File: config.mk
export PLATFORM = sky130hd
export DESIGN_NAME = cfg_serial_seq
export DESIGN_NICKNAME = d
export VERILOG_FILES = /design/src/rtl/cfg_seq_pkg.sv /design/src/rtl/cfg_in_sync.sv /design/src/rtl/cfg_tick_gen.sv /design/src/rtl/cfg_poll_watch.sv /design/src/rtl/cfg_bit_driver.sv /design/src/rtl/cfg_serial_seq.sv
export SDC_FILE = /design/constraint.sdc
export NUM_CORES = 1
export LEC_CHECK = 0
export BUFFER_PORTS_ARGS = -buffer_cell sky130_fd_sc_hd__buf_2
export CELL_PAD_IN_SITES_DETAIL_PLACEMENT = 1
export CELL_PAD_IN_SITES_GLOBAL_PLACEMENT = 1
export CORE_MARGIN = 3
export CORE_UTILIZATION = 38
export CTS_CLUSTER_SIZE = 14
export DETAILED_ROUTE_END_ITERATION = 7
export GPL_TIMING_DRIVEN = 0
export PLACE_DENSITY_LB_ADDON = 0.1
export SYNTH_ARGS = -nofsm -noshare
export SYNTH_HDL_FRONTEND = slang
export SYNTH_SLANG_ARGS = --single-unit
File: constraint.sdc
create_clock -name clk -period 3.23 [get_ports clk]
set_clock_uncertainty 0.2 [all_clocks]
set_input_delay 0.1615 -clock clk [delete_from_list [all_inputs] [get_ports clk]]
set_output_delay 0.1615 -clock clk [all_outputs]
set_load 0.02 [all_outputs]
File: src/rtl/cfg_seq_pkg.sv
package cfg_seq_pkg;

    typedef enum logic [2:0] {
        SEQ_IDLE    = 3'd0,
        SEQ_PULSE   = 3'd1,
        SEQ_RECOVER = 3'd2,
        SEQ_STREAM  = 3'd3,
        SEQ_CONFIRM = 3'd4
    } seq_state_e;

    typedef enum logic [1:0] {
        RES_OK       = 2'd0,
        RES_NO_CLEAR = 2'd1,
        RES_NO_READY = 2'd2,
        RES_NO_DONE  = 2'd3
    } result_e;

    typedef enum logic [2:0] {
        BIT_IDLE    = 3'd0,
        BIT_LOW     = 3'd1,
        BIT_SETUP   = 3'd2,
        BIT_HIGH    = 3'd3,
        BIT_RESTORE = 3'd4
    } bit_step_e;

endpackage

File: src/rtl/cfg_in_sync.sv
module cfg_in_sync #(
    parameter int unsigned       WIDTH       = 2,
    parameter int unsigned       SYNC_STAGES = 2,
    parameter logic [WIDTH-1:0]  RST_VAL     = '0
) (
    input  logic             clk,
    input  logic             rst_n,
    input  logic [WIDTH-1:0] async_i,
    output logic [WIDTH-1:0] sync_o
);

    logic [SYNC_STAGES-1:0][WIDTH-1:0] chain_d;
    logic [SYNC_STAGES-1:0][WIDTH-1:0] chain_q;

    always_comb begin
        chain_d[0] = async_i;
        for (int i = 1; i < SYNC_STAGES; i++) begin
            chain_d[i] = chain_q[i-1];
        end
    end

    always_ff @(posedge clk or negedge rst_n) begin
        if (!rst_n) begin
            chain_q <= {SYNC_STAGES{RST_VAL}};
        end else begin
            chain_q <= chain_d;
        end
    end

    assign sync_o = chain_q[SYNC_STAGES-1];

endmodule

File: src/rtl/cfg_tick_gen.sv
module cfg_tick_gen #(
    parameter int unsigned TICK_CYC = 100000
) (
    input  logic clk,
    input  logic rst_n,
    input  logic restart,
    output logic tick
);

    localparam int unsigned CW = (TICK_CYC > 1) ? $clog2(TICK_CYC) : 1;
    localparam logic [CW-1:0] LAST = CW'(TICK_CYC - 1);

    typedef struct packed {
        logic [CW-1:0] cnt;
    } tick_regs_t;

    tick_regs_t tick_d;
    tick_regs_t tick_q;

    always_comb begin
        tick_d = tick_q;
        tick   = (tick_q.cnt == LAST);
        if (restart || tick) begin
            tick_d.cnt = '0;
        end else begin
            tick_d.cnt = tick_q.cnt + 1'b1;
        end
    end

    always_ff @(posedge clk or negedge rst_n) begin
        if (!rst_n) begin
            tick_q <= '0;
        end else begin
            tick_q <= tick_d;
        end
    end

endmodule

File: src/rtl/cfg_poll_watch.sv
module cfg_poll_watch #(
    parameter int unsigned POLL_LIMIT = 3
) (
    input  logic clk,
    input  logic rst_n,
    input  logic restart,
    input  logic tick,
    input  logic cond,
    output logic met,
    output logic expired
);

    localparam int unsigned MW = (POLL_LIMIT > 0) ? $clog2(POLL_LIMIT + 1) : 1;
    localparam logic [MW-1:0] LIM = MW'(POLL_LIMIT);

    typedef struct packed {
        logic [MW-1:0] miss;
    } poll_regs_t;

    poll_regs_t poll_d;
    poll_regs_t poll_q;

    logic at_limit;

    always_comb begin
        poll_d   = poll_q;
        at_limit = (poll_q.miss == LIM);
        // a level seen on a tick always wins over the timeout decision
        met      = tick & cond;
        expired  = tick & ~cond & at_limit;
        if (restart) begin
            poll_d.miss = '0;
        end else if (tick && !cond && !at_limit) begin
            poll_d.miss = poll_q.miss + 1'b1;
        end
    end

    always_ff @(posedge clk or negedge rst_n) begin
        if (!rst_n) begin
            poll_q <= '0;
        end else begin
            poll_q <= poll_d;
        end
    end

endmodule

File: src/rtl/cfg_bit_driver.sv
module cfg_bit_driver
    import cfg_seq_pkg::*;
#(
    parameter int unsigned WORD_W   = 8,
    parameter int unsigned STEP_CYC = 4
) (
    input  logic              clk,
    input  logic              rst_n,
    input  logic              load,
    input  logic [WORD_W-1:0] word,
    input  logic              last_in,
    output logic              ready,
    output logic              cclk,
    output logic              dout,
    output logic              word_end,
    output logic              word_last
);

    localparam int unsigned SW = (STEP_CYC > 1) ? $clog2(STEP_CYC) : 1;
    localparam int unsigned IW = (WORD_W > 1) ? $clog2(WORD_W) : 1;
    localparam logic [SW-1:0] STEP_LAST = SW'(STEP_CYC - 1);
    localparam logic [IW-1:0] BIT_TOP   = IW'(WORD_W - 1);

    typedef struct packed {
        bit_step_e         step;
        logic [SW-1:0]     scnt;
        logic [IW-1:0]     left;
        logic [WORD_W-1:0] sr;
        logic              last;
    } drv_regs_t;

    drv_regs_t drv_d;
    drv_regs_t drv_q;

    logic step_end;

    always_comb begin
        drv_d    = drv_q;
        word_end = 1'b0;
        step_end = (drv_q.scnt == STEP_LAST);

        case (drv_q.step)
            BIT_IDLE: begin
                if (load) begin
                    drv_d.step = BIT_LOW;
                    drv_d.scnt = '0;
                    drv_d.sr   = word;
                    drv_d.left = BIT_TOP;
                    drv_d.last = last_in;
                end
            end
            BIT_LOW: begin
                if (step_end) begin
                    drv_d.scnt = '0;
                    drv_d.step = BIT_SETUP;
                end else begin
                    drv_d.scnt = drv_q.scnt + 1'b1;
                end
            end
            BIT_SETUP: begin
                if (step_end) begin
                    drv_d.scnt = '0;
                    drv_d.step = BIT_HIGH;
                end else begin
                    drv_d.scnt = drv_q.scnt + 1'b1;
                end
            end
            BIT_HIGH: begin
                if (step_end) begin
                    drv_d.scnt = '0;
                    drv_d.step = BIT_RESTORE;
                end else begin
                    drv_d.scnt = drv_q.scnt + 1'b1;
                end
            end
            BIT_RESTORE: begin
                if (step_end) begin
                    drv_d.scnt = '0;
                    if (drv_q.left == '0) begin
                        drv_d.step = BIT_IDLE;
                        word_end   = 1'b1;
                    end else begin
                        drv_d.left = drv_q.left - 1'b1;
                        drv_d.sr   = {drv_q.sr[WORD_W-2:0], 1'b0};
                        drv_d.step = BIT_LOW;
                    end
                end else begin
                    drv_d.scnt = drv_q.scnt + 1'b1;
                end
            end
            default: begin
                drv_d.step = BIT_IDLE;
            end
        endcase
    end

    always_ff @(posedge clk or negedge rst_n) begin
        if (!rst_n) begin
            drv_q <= '0;
        end else begin
            drv_q <= drv_d;
        end
    end

    // data only takes the bit value in the two middle steps
    assign ready     = (drv_q.step == BIT_IDLE);
    assign cclk      = (drv_q.step == BIT_IDLE) || (drv_q.step == BIT_HIGH) ||
                       (drv_q.step == BIT_RESTORE);
    assign dout      = ((drv_q.step == BIT_SETUP) || (drv_q.step == BIT_HIGH)) ?
                       drv_q.sr[WORD_W-1] : 1'b1;
    assign word_last = drv_q.last;

endmodule

File: src/rtl/cfg_serial_seq.sv
module cfg_serial_seq
    import cfg_seq_pkg::*;
#(
    parameter int unsigned WORD_W      = 8,
    parameter int unsigned TICK_CYC    = 100000,
    parameter int unsigned POLL_LIMIT  = 3,
    parameter int unsigned STEP_CYC    = 4,
    parameter int unsigned SYNC_STAGES = 2
) (
    input  logic              clk,
    input  logic              rst_n,
    input  logic              start_i,
    input  logic              in_valid_i,
    input  logic [WORD_W-1:0] in_data_i,
    input  logic              in_last_i,
    output logic              in_ready_o,
    input  logic              init_n_i,
    input  logic              done_i,
    output logic              prog_n_o,
    output logic              cclk_o,
    output logic              dout_o,
    output logic              busy_o,
    output logic              result_valid_o,
    output logic [1:0]        result_code_o
);

    typedef struct packed {
        seq_state_e st;
        logic       res_valid;
        result_e    res_code;
    } seq_regs_t;

    seq_regs_t seq_d;
    seq_regs_t seq_q;

    logic [1:0] pins_sync;
    logic       init_n_s;
    logic       done_s;
    logic       tick;
    logic       restart;
    logic       cond;
    logic       met;
    logic       expired;
    logic       drv_ready;
    logic       drv_cclk;
    logic       drv_dout;
    logic       word_end;
    logic       word_last;
    logic       load;

    cfg_in_sync #(
        .WIDTH       (2),
        .SYNC_STAGES (SYNC_STAGES),
        .RST_VAL     (2'b01)
    ) u_sync (
        .clk     (clk),
        .rst_n   (rst_n),
        .async_i ({done_i, init_n_i}),
        .sync_o  (pins_sync)
    );

    assign init_n_s = pins_sync[0];
    assign done_s   = pins_sync[1];

    cfg_tick_gen #(
        .TICK_CYC (TICK_CYC)
    ) u_tick (
        .clk     (clk),
        .rst_n   (rst_n),
        .restart (restart),
        .tick    (tick)
    );

    always_comb begin
        case (seq_q.st)
            SEQ_PULSE:   cond = ~init_n_s;
            SEQ_RECOVER: cond = init_n_s;
            SEQ_CONFIRM: cond = done_s;
            default:     cond = 1'b0;
        endcase
    end

    cfg_poll_watch #(
        .POLL_LIMIT (POLL_LIMIT)
    ) u_poll (
        .clk     (clk),
        .rst_n   (rst_n),
        .restart (restart),
        .tick    (tick),
        .cond    (cond),
        .met     (met),
        .expired (expired)
    );

    assign in_ready_o = (seq_q.st == SEQ_STREAM) && drv_ready;
    assign load       = in_valid_i && in_ready_o;

    cfg_bit_driver #(
        .WORD_W   (WORD_W),
        .STEP_CYC (STEP_CYC)
    ) u_drv (
        .clk       (clk),
        .rst_n     (rst_n),
        .load      (load),
        .word      (in_data_i),
        .last_in   (in_last_i),
        .ready     (drv_ready),
        .cclk      (drv_cclk),
        .dout      (drv_dout),
        .word_end  (word_end),
        .word_last (word_last)
    );

    always_comb begin
        seq_d = seq_q;
        case (seq_q.st)
            SEQ_IDLE: begin
                if (start_i) begin
                    seq_d.st        = SEQ_PULSE;
                    seq_d.res_valid = 1'b0;
                end
            end
            SEQ_PULSE: begin
                if (met) begin
                    seq_d.st = SEQ_RECOVER;
                end else if (expired) begin
                    seq_d.st        = SEQ_IDLE;
                    seq_d.res_valid = 1'b1;
                    seq_d.res_code  = RES_NO_CLEAR;
                end
            end
            SEQ_RECOVER: begin
                if (met) begin
                    seq_d.st = SEQ_STREAM;
                end else if (expired) begin
                    seq_d.st        = SEQ_IDLE;
                    seq_d.res_valid = 1'b1;
                    seq_d.res_code  = RES_NO_READY;
                end
            end
            SEQ_STREAM: begin
                if (word_end && word_last) begin
                    seq_d.st = SEQ_CONFIRM;
                end
            end
            SEQ_CONFIRM: begin
                if (met) begin
                    seq_d.st        = SEQ_IDLE;
                    seq_d.res_valid = 1'b1;
                    seq_d.res_code  = RES_OK;
                end else if (expired) begin
                    seq_d.st        = SEQ_IDLE;
                    seq_d.res_valid = 1'b1;
                    seq_d.res_code  = RES_NO_DONE;
                end
            end
            default: begin
                seq_d.st = SEQ_IDLE;
            end
        endcase
        // every phase change restarts the poll window
        restart = (seq_d.st != seq_q.st);
    end

    always_ff @(posedge clk or negedge rst_n) begin
        if (!rst_n) begin
            seq_q <= '{st: SEQ_IDLE, res_valid: 1'b0, res_code: RES_OK};
        end else begin
            seq_q <= seq_d;
        end
    end

    assign prog_n_o       = (seq_q.st != SEQ_PULSE);
    assign cclk_o         = drv_cclk;
    assign dout_o         = drv_dout;
    assign busy_o         = (seq_q.st != SEQ_IDLE);
    assign result_valid_o = seq_q.res_valid;
    assign result_code_o  = seq_q.res_code;

endmodule

; ---- Word-level counts from Yosys, hierarchy flattened
; Index checks and enable logic that the tools add are counted.
[totals]
reg_bits = 46
inputBits = 15
output_inout_bits = 8
[op_classes]
add_sub_neg = 4
eq_ne = 25
mux = 33
bitwise_logic = 5
reduce_logical = 27
[op_table]
columns = op, n
row1 = $mux W17, 2
row2 = $pmux W3 S5, 2
row3 = $mux W3, 9
row4 = $mux W6, 4
row5 = $mux W11, 2
row6 = $pmux W11 S2, 1
row7 = $add A17 B1 Y17 const B, 1
row8 = $eq A17 B17 Y1 const B, 1
row9 = $eq A3 B2 Y1 const B, 4
row10 = $ne A2 B2 Y1 const B, 6
row11 = $ne A2 B1 Y1 const B, 5
row12 = $logic_not A3 Y1, 3
row13 = $reduce_and A7 Y1, 1
row14 = $eq A3 B1 Y1 const B, 2
row15 = $eq A3 B3 Y1 const B, 2
row16 = $mux W2, 3
row17 = $pmux W2 S3, 1
row18 = $reduce_and A6 Y1, 1
row19 = $reduce_bool A2 Y1, 3
row20 = $reduce_bool A3 Y1, 2
row21 = $logic_and A1 B1 Y1, 5
row22 = $mux W1, 5
row23 = $reduce_and A5 Y1, 1
row24 = $add A2 B1 Y2 const B, 2
row25 = other kinds (17), 26

; ---- Depth between registers and ports, before layout
; Gate-level depths: netlist of the first run.
[depth]
ltp_word = 11
ltp_mapped = 8

; ---- Modules after synthesis
; From an unflattened synthesis of the first run, not the netlist that was laid out.
[unflattened]
hier_cells = 261
hier_area_um2 = 2607.5
[modules_own_cells]
columns = mod, n_inst, cells_per_inst, area_per_inst_um2
row1 = cfg_bit_driver, 1, 89, 948.4
row2 = cfg_tick_gen, 1, 87, 848.3
row3 = cfg_serial_seq, 1, 69, 568.0
row4 = cfg_poll_watch, 1, 12, 140.1
row5 = cfg_in_sync, 1, 4, 102.6

; ---- Worst setup path after synthesis of the first run
; OpenSTA, ideal clock, no wires.
[synth_path]
path_kind = flip-flop to flip-flop
startpoint = reg u_tick.tick_q[0] (netlist bit)
endpoint = reg u_tick.tick_q[11] (netlist bit)
setup_time_ps = 86
arrival_ps = 1760
required_time_ps = 2944
setup_slack_ps = 1184
path_stages_with_launch = 9
n_path_buf = 2
period_less_slack_ps = 2046
path_cell_list = dfrtp_1 > ha_1 > and4_4 > and4_1 > buf_6 > o211ai_2 > o211ai_4 > buf_6 > nor3_1
[synth_lines]
columns = item, line
row1 = from (decl), cfg_tick_gen.sv:18  ; tick_regs_t tick_q;
row2 = from (signal assigned), cfg_tick_gen.sv:34  ; tick_q <= tick_d;

==> results of run 1 <==
[flip-flops by register name (all words and copies together), names as in the netlist]
register	count
result_valid_o	1
u_drv.drv_q	16
u_sync.chain_d	2
seq_q	3
u_sync.sync_o	2
result_code_o	2
u_poll.poll_q	2
u_tick.tick_q	17
u_drv.word_last	1
[path summary, 6_finish.rpt]
path	from	end	slack (ps)
max	u_tick.tick_q[0]$_DFF_PN0_	u_tick.tick_q[14]$_DFF_PN0_	920
min	in_data_i[6]	u_drv.drv_q[7]$_DFFE_PN0P_	20
max reg2reg	u_tick.tick_q[0]$_DFF_PN0_	u_tick.tick_q[14]$_DFF_PN0_	920
min reg2reg	u_sync.chain_d[2]$_DFF_PN1_	u_sync.sync_o[0]$_DFF_PN1_	160
max in group asynchronous	rst_n	u_sync.sync_o[1]$_DFF_PN0_	1810
min in group asynchronous	rst_n	result_code_o[1]$_DFFE_PN0P_	370
[worst reg2reg max path, stage by stage (launching register included)]
cell,delay [ps]
sky130_fd_sc_hd__dfrtp_1,420
sky130_fd_sc_hd__ha_1,260
sky130_fd_sc_hd__and4_4,220
sky130_fd_sc_hd__and4_1,160
sky130_fd_sc_hd__buf_6,140
sky130_fd_sc_hd__o211ai_2,270
sky130_fd_sc_hd__o211ai_4,190
sky130_fd_sc_hd__buf_6,200
sky130_fd_sc_hd__nor3_1,170
[cell families (layout without fill, tap and decap cells)]
kind of cell,Yosys count,in the layout
AND/OR/NAND/NOR,116,116
flip-flops,46,46
AO/OA/AOI/OAI,43,43
buffers and inverters,25,66
XOR/XNOR,20,20
adder cells (fa/ha/maj),5,5
multiplexers,5,5
[final cells by class]
| class | count | share of cell area [%] |
|---|---|---|
| Buffer | 15 | 3.20 |
| Multi-Input combinational cell | 189 | 44.3 |
| Timing Repair Buffer | 33 | 7.22 |
| Inverter | 10 | 1.23 |
| Clock buffer | 5 | 2.26 |
| Sequential cell | 46 | 37.8 |
| Clock inverter | 3 | 0.780 |
| Tap cell | 77 | 3.16 |
[power groups by stage]
stage | combinational [uW] | clock [uW] | sequential [uW]
detailed placement | 28.1 | 0 | 593
floorplan | 5.95 | 0 | 592
CTS | 38.0 | 383 | 582
global route | 42.0 | 416 | 582
finish | 36.7 | 366 | 582
global placement | 27.6 | 0 | 593
[cells in the final DEF, fill, tap and decap left out, types with 3 or more instances in the layout]
master	instances
sky130_fd_sc_hd__nand2b_1	3
sky130_fd_sc_hd__nor3_1	15
sky130_fd_sc_hd__nor2b_1	3
sky130_fd_sc_hd__and4_1	4
sky130_fd_sc_hd__and2_1	4
sky130_fd_sc_hd__clkbuf_8	5
sky130_fd_sc_hd__ha_1	5
sky130_fd_sc_hd__dfrtp_1	44
sky130_fd_sc_hd__o21ai_0	11
sky130_fd_sc_hd__buf_4	3
sky130_fd_sc_hd__xor2_1	14
sky130_fd_sc_hd__nor3_2	5
sky130_fd_sc_hd__nand4_1	5
sky130_fd_sc_hd__xnor2_1	6
sky130_fd_sc_hd__and3_1	3
sky130_fd_sc_hd__mux2i_1	3
sky130_fd_sc_hd__inv_1	10
sky130_fd_sc_hd__a21oi_1	4
sky130_fd_sc_hd__a2bb2oi_1	7
sky130_fd_sc_hd__buf_2	28
sky130_fd_sc_hd__dlygate4sd3_1	11
sky130_fd_sc_hd__nand2_1	28
sky130_fd_sc_hd__nand3_1	12
sky130_fd_sc_hd__buf_6	3
sky130_fd_sc_hd__nor2_1	14
[per-stage QoR]
stage / worst slack (ps) / total power (uW) / util (%) / hold slack [ps] / instance area, sq um
5_1_grt: 755 / 1040 / 46.7 / 42.2 / 3050
3_3_place_gp: 962 / 621 / 43.6 / 70.3 / 2850
4_1_cts: 886 / 1000 / 46.7 / 20.3 / 3050
3_5_place_dp: 893 / 621 / 43.6 / 70.9 / 2850
6_report: 920 / 984 / 46.7 / 21.5 / 3050
2_1_floorplan: 1180 / 598 / - / -334 / 2640
[repair_timing]
action | CTS | global route
resized for setup | 0 | 0
endpoints found under the setup margin | 0 | 0
endpoints found under the hold margin | 54 | 0
hold buffers | 11 | 0
[per-layer routing]
metal,vias up,share of wire [%],track usage (%)
li1,1013,-,-
met1,1053,50,23.1
met2,16,48,27.9
met3,2,1.8,3.32
met4,0,0.51,3.25
met5,-,0,0
==> flow_summary.yaml, run 1 <==
run_status:
  run_status: "complete, no violations"
worst_setup_path:
  worst_setup_path_start_kind: "register"
  worstSetupEndpointType: "register"
  cp_top_family: "simple AND/OR/NAND/NOR gates"
  depth_of_the_critical_timing_path_with_buffers_and_inverters_included: 8
  timing.critical_path.slowest_cell_delay_ps: 420
  cp.arrival_ps: 2330
  cp_common_cell: "sky130_fd_sc_hd__buf_6"
  crit_slowest_cell: "sky130_fd_sc_hd__dfrtp_1"
  reg2regPathDepth: 8
  crit_required_ps: 3250
  critical_path.max_fanout: 10
  critical_path.n_buffers_inverters: 2
  crit_path_cell_trace: "ha_1, and4_4, and4_1, buf_6, o211ai_2, o211ai_4, buf_6, nor3_1"
  path_class: "reg -> reg"
cts:
  cts_tree: "yes"
  worst_skew_pair.late_latency_ps: 300
  cts_buffer_depth: 2
  htree_num_levels: 2
  root_buffer: "sky130_fd_sc_hd__clkbuf_8"
  cts_made_buffers: 5
  numClockSinks: 46
  post-cts-setup-buffers: 0
  cts.reportedPaths.clkPinSlew_ps: 100
synthesis:
  synth_cell_type_count: 60
  yosys.area_share.simple_pct: 27.3
  syn-mean-instance-area_sq_um: 10.1
  post-synth-top-count-cell: "sky130_fd_sc_hd__dfrtp_1"
  synth_xor_xnor_area_share_pct: 6.64
  synthFlopType: "sky130_fd_sc_hd__dfrtp_1"
  synth-edff-count: 0
  mappedNetlistNets: 280
  area_fraction_in_compound_gates_after_synthesis_pct: 12.8
  netlist.area_leader.share_pct: 41.7
  synth-async-reset-ratio_pct: 100
  synth_top_cells_by_count: "sky130_fd_sc_hd__dfrtp_1 (44), sky130_fd_sc_hd__nand2_1 (28), sky130_fd_sc_hd__nor3_1 (15)"
  dominant_combinational_cell_family_by_area_after_synthesis: "simple AND/OR/NAND/NOR gates"
  yosys.area.top_type: "sky130_fd_sc_hd__dfrtp_1"
  mappedNetlistArea_sq_um: 2640
  synth.area.top_cells: "sky130_fd_sc_hd__dfrtp_1 (42%), sky130_fd_sc_hd__xor2_1 (4.6%), sky130_fd_sc_hd__nand2_1 (4.0%)"
  postSynthCellCount: 260
  seq_area_frac_synth_pct: 43.7
  yosys.area_share.adder_pct: 2.37
  ys.warnings.count: 0
  synth_seq_cells: 46
  muxShareOfSynthArea_pct: 1.99
finish:
  design.final.nets: 320
  nFillCells: 756
  antenna-diode-count: 0
  synthToLayoutAreaGrowth_pct: 15.5
  instances_no_fill: 378
  layout_cell_share_with_drive_strength_beyond_1_pct: 21.6
  multi_input_comb_area_sq_um: 1350
  sequential_area_sq_um: 1150
route:
  via_per_inst: 5.51
  vias: 2084
  drt_pre_antenna_iters: 4
  post-route-drc-count: 0
  dr.first_iter.drc_count: 49
  final_antenna_net_count: 0
  wirelength_microns: 6060
  routedWlPerCell_microns: 16.0
global_route:
  globalRouteOverflowTotal: 0
  groute.usage.overall_pct: 16.9
  maximum_number_of_pins_on_one_net_before_global_route_repair: 47
  first_pass_grt_wire_length_microns: 10600
  grt_pass1_vias: 2148
  initial_antenna_violation_count: 0
power:
  comb_power_share_pct: 3.7
  p_sw_uw: 233
  vdd.ir_drop.worst_mv: 0.213
  p_clk_share_pct: 37.2
  internal_power_uw: 752
  static-leakage-power_uw: 0.00133
  power.density_cell_area_nw_per_um2: 323
  seqPwrFrac_pct: 59.1
  switching_share_pct: 23.6
die:
  start_util_pct: 40.4
  fp.coreArea_sq_um: 6530
  num_rows: 29
  die-area_sq_um: 7980
  die_w_microns: 89.3
  die_height_microns: 89.3
  ios: 23
worst_hold_path:
  hold-path-cell-count: 3
  min_path_type: "in -> reg"
timing:
  final_hold_viol_count: 0
  max_slew_margin_vs_limit_pct: 31.0
  max_freq_ghz: 0.433
  worstMarginPinSlew_ps: 1040
  layout_min_cycle_time_ps: 2310
  timing.setup.tns_ps: 0
  grt_setup_unrepaired: "no"
  slew_viol_final: 0
  finalSetupViolations: 0
  post-route-period-util_pct: 71.5
placement:
  hpwl_microns: 4290
  port_buffers: 22
  gp_routability_congestion: 0.789
  post-place-cells: 359
run:
  drv_cap: 0
No activity file was read; power rests on OpenSTA's default activity.
==> run 2: changes to the inputs <==
--- a/config.mk
+++ b/config.mk
@@ -5,6 +5,7 @@
 export SDC_FILE = /design/constraint.sdc
 export NUM_CORES = 1
 export LEC_CHECK = 0
+export ABC_AREA = 1
 export BUFFER_PORTS_ARGS = -buffer_cell sky130_fd_sc_hd__buf_2
 export CELL_PAD_IN_SITES_DETAIL_PLACEMENT = 1
 export CELL_PAD_IN_SITES_GLOBAL_PLACEMENT = 1
==> constraint.sdc (replaced) <==
create_clock -name clk -period 2 [get_ports clk]
set_clock_uncertainty 0.2 [all_clocks]
set_input_delay 0.1 -clock clk [delete_from_list [all_inputs] [get_ports clk]]
set_output_delay 0.1 -clock clk [all_outputs]
set_load 0.02 [all_outputs]
==> run 2 against run 1 <==
The run now ends with setup timing left; die area fell by 5.0%; synthesized cell count grew 17%; sequential cell count stayed put; worst hold slack better by 140 ps; total power is 77% higher; maximum frequency rose by 3.3%; non-clock buffer count increased by 26; worst setup slack lost 1200 ps; cell count rose by 21%; combinational power increased by 68%; critical endpoint is now u_tick.tick_q[12]$_DFF_PN0_; highest routed layer unchanged.
==> flow_summary.yaml, run 2 <==
timing:
  final_hold_viol_count: 0
  max_freq_ghz: 0.447
  worstMarginPinSlew_ps: 1070
  final.setup.worst_slack_ps: -238
  slew_viol_final: 0
  layout_min_cycle_time_ps: 2240
  max_slew_margin_vs_limit_pct: 28.8
  grt_setup_unrepaired: "yes"
  finalSetupViolations: 28
  post-route-period-util_pct: 112
cts:
  cts_tree: "yes"
  cts_buffer_depth: 2
  cts_made_buffers: 5
  numClockSinks: 46
  worst_skew_pair.late_latency_ps: 300
  root_buffer: "sky130_fd_sc_hd__clkbuf_8"
  cts.reportedPaths.clkPinSlew_ps: 90
  htree_num_levels: 2
global_route:
  groute.usage.overall_pct: 18.2
  maximum_number_of_pins_on_one_net_before_global_route_repair: 47
  initial_antenna_violation_count: 0
  first_pass_grt_wire_length_microns: 10900
  grt_pass1_vias: 2363
  globalRouteOverflowTotal: 0
finish:
  layout_commonest_cell: "sky130_fd_sc_hd__nand2_1"
  design.final.nets: 403
  synthToLayoutAreaGrowth_pct: 46.0
  number_of_flip_flops_in_the_largest_register: 17
  layout_cell_share_with_drive_strength_beyond_1_pct: 43.2
  largest_register: "u_tick.tick_q"
  sequential_area_sq_um: 1160
  mostFrequentLayoutCells: "sky130_fd_sc_hd__nand2_1 (53), sky130_fd_sc_hd__dfrtp_1 (41), sky130_fd_sc_hd__inv_1 (34)"
  nFillCells: 706
  biggestRegsByFlops: "u_tick.tick_q x17, u_drv.drv_q x16, seq_q x3"
  instances_no_fill: 459
  antenna-diode-count: 0
  multi_input_comb_area_sq_um: 1460
route:
  via_per_inst: 5.02
  wirelength_microns: 7220
  final_antenna_net_count: 0
  dr.first_iter.drc_count: 64
  drt_pre_antenna_iters: 6
  post-route-drc-count: 0
  vias: 2302
  routedWlPerCell_microns: 15.7
worst_setup_path:
  timing.critical_path.slowest_cell_delay_ps: 410
  cp.arrival_ps: 2240
  cp_common_cell: "sky130_fd_sc_hd__nand2_2"
  cp_top_family: "simple AND/OR/NAND/NOR gates"
  crit_slowest_cell: "sky130_fd_sc_hd__dfrtp_1"
  path_class: "reg -> reg"
  reg2regPathDepth: 16
  worst_setup_path_start_kind: "register"
  critical_path.max_fanout: 7
  depth_of_the_critical_timing_path_with_buffers_and_inverters_included: 16
  critical_path.n_buffers_inverters: 2
  crit_required_ps: 2000
  crit_path_cell_trace: "ha_4, nand2_4, nor2_4, nand2_4, nor2_8, nand3_4, nand2_2, nand2_2, nand2_2, nand2_2, nand2_2, nand2_4, nand3_4, buf_12, buf_12, nor2_2"
  worstSetupEndpointType: "register"
synthesis:
  syn-mean-instance-area_sq_um: 8.19
  synth_top_cells_by_count: "sky130_fd_sc_hd__nand2_1 (66), sky130_fd_sc_hd__dfrtp_1 (44), sky130_fd_sc_hd__inv_1 (43)"
  postSynthCellCount: 305
  synth-edff-count: 0
  yosys.area.top_type: "sky130_fd_sc_hd__dfrtp_1"
  netlist.area_leader.share_pct: 44.1
  synth_seq_cells: 46
  mappedNetlistNets: 325
  synthFlopType: "sky130_fd_sc_hd__dfrtp_1"
  mappedNetlistArea_sq_um: 2500
  ys.warnings.count: 0
  synth.area.top_cells: "sky130_fd_sc_hd__dfrtp_1 (44%), sky130_fd_sc_hd__nand2_1 (9.9%), sky130_fd_sc_hd__inv_1 (6.5%)"
  synth_cell_type_count: 38
  synth-async-reset-ratio_pct: 100
  seq_area_frac_synth_pct: 46.2
  post-synth-top-count-cell: "sky130_fd_sc_hd__nand2_1"
die:
  die-area_sq_um: 7580
  ios: 23
  die_w_microns: 87.1
  fp.coreArea_sq_um: 6130
  start_util_pct: 40.8
  die_height_microns: 87.1
  num_rows: 28
run_status:
  violations: "setup timing"
  run_status: "finished with violations"
placement:
  gp_routability_congestion: 0.804
  pre_cts_ws_ps: -229
  hpwl_microns: 4010
  port_buffers: 22
  post-place-cells: 402
power:
  static-leakage-power_uw: 0.00174
  vdd.ir_drop.worst_mv: 0.353
  power_uw: 1740
  power.density_cell_area_nw_per_um2: 478
worst_hold_path:
  hold-path-cell-count: 0
  min_path_type: "reg -> reg"
run:
  drv_cap: 0
run 2: logic make-up (layout without fill, tap and decap cells):
family / after synthesis / count (layout) / synth area share, %
xor gates and xnor gates: 11 / 11 / 3.86
muxes: 1 / 1 / 0.451
adders and majority gates: 5 / 5 / 2.50
DFF: 46 / 46 / 46.2
and+or+nand+nor: 162 / 163 / 31.4
buffers and inverters: 50 / 128 / 8.21
AOI/OAI and AO/OA: 30 / 30 / 7.41
run 2: power by group:
part | switching, uW | internal [uW]
combinational | 31.7 | 30.0
sequential | 1.61 | 935
clock | 338 | 408
total | 372 | 1370
run 2: worst paths after layout:
check                                             from                           to  slack (ps)
max reg2reg                 u_tick.tick_q[0]$_DFF_PN0_  u_tick.tick_q[12]$_DFF_PN0_        -240
min                        u_sync.chain_d[2]$_DFF_PN1_   u_sync.sync_o[0]$_DFF_PN1_         170
min in group asynchronous                        rst_n   u_tick.tick_q[9]$_DFF_PN0_         330
max                         u_tick.tick_q[0]$_DFF_PN0_  u_tick.tick_q[12]$_DFF_PN0_        -240
min reg2reg                u_sync.chain_d[2]$_DFF_PN1_   u_sync.sync_o[0]$_DFF_PN1_         170
max in group asynchronous                        rst_n           seq_q[3]$_DFF_PN0_         540
run 2: what timing repair did:
item | 4_1_cts | 5_1_grt
hold buffers | 14 | 0
gates resized for setup | 26 | 82
pin swaps | 16 | 11
cloned | 1 | 2
setup endpoints to repair | 35 | 39
endpoints found under the hold margin | 58 | 0
setup buffers | 17 | 16
run 2: metal layers:
metal / share of wire [%] / global-route usage, %
met2: 54 / 31.9
met3: 2.2 / 3.78
met1: 43 / 22.7
met4: 1.2 / 4.60
met5: 0 / 0
run 2: area by class of cell:
| cell class | count | area share (%) |
|---|---|---|
| inverters | 46 | 5.08 |
| repair buffers | 70 | 16.0 |
| plain buffers | 4 | 1.37 |
| clock inverters | 1 | 0.823 |
| clock buffers | 7 | 2.37 |
| well taps | 75 | 2.57 |
| flip-flops and latches | 46 | 31.7 |
| multi-input cells | 210 | 40.1 |
run 2: stage by stage:
stage	utilization, %	setup TNS (ps)	area (sq um)	hold slack (ps)
2_1_floorplan	-	0	2500	-396
3_3_place_gp	44.2	-4140	2710	6.53
3_5_place_dp	44.2	-4840	2710	9.42
4_1_cts	52.3	-3570	3210	166
5_1_grt	59.5	-8020	3650	172
6_report	59.5	-3680	3650	166
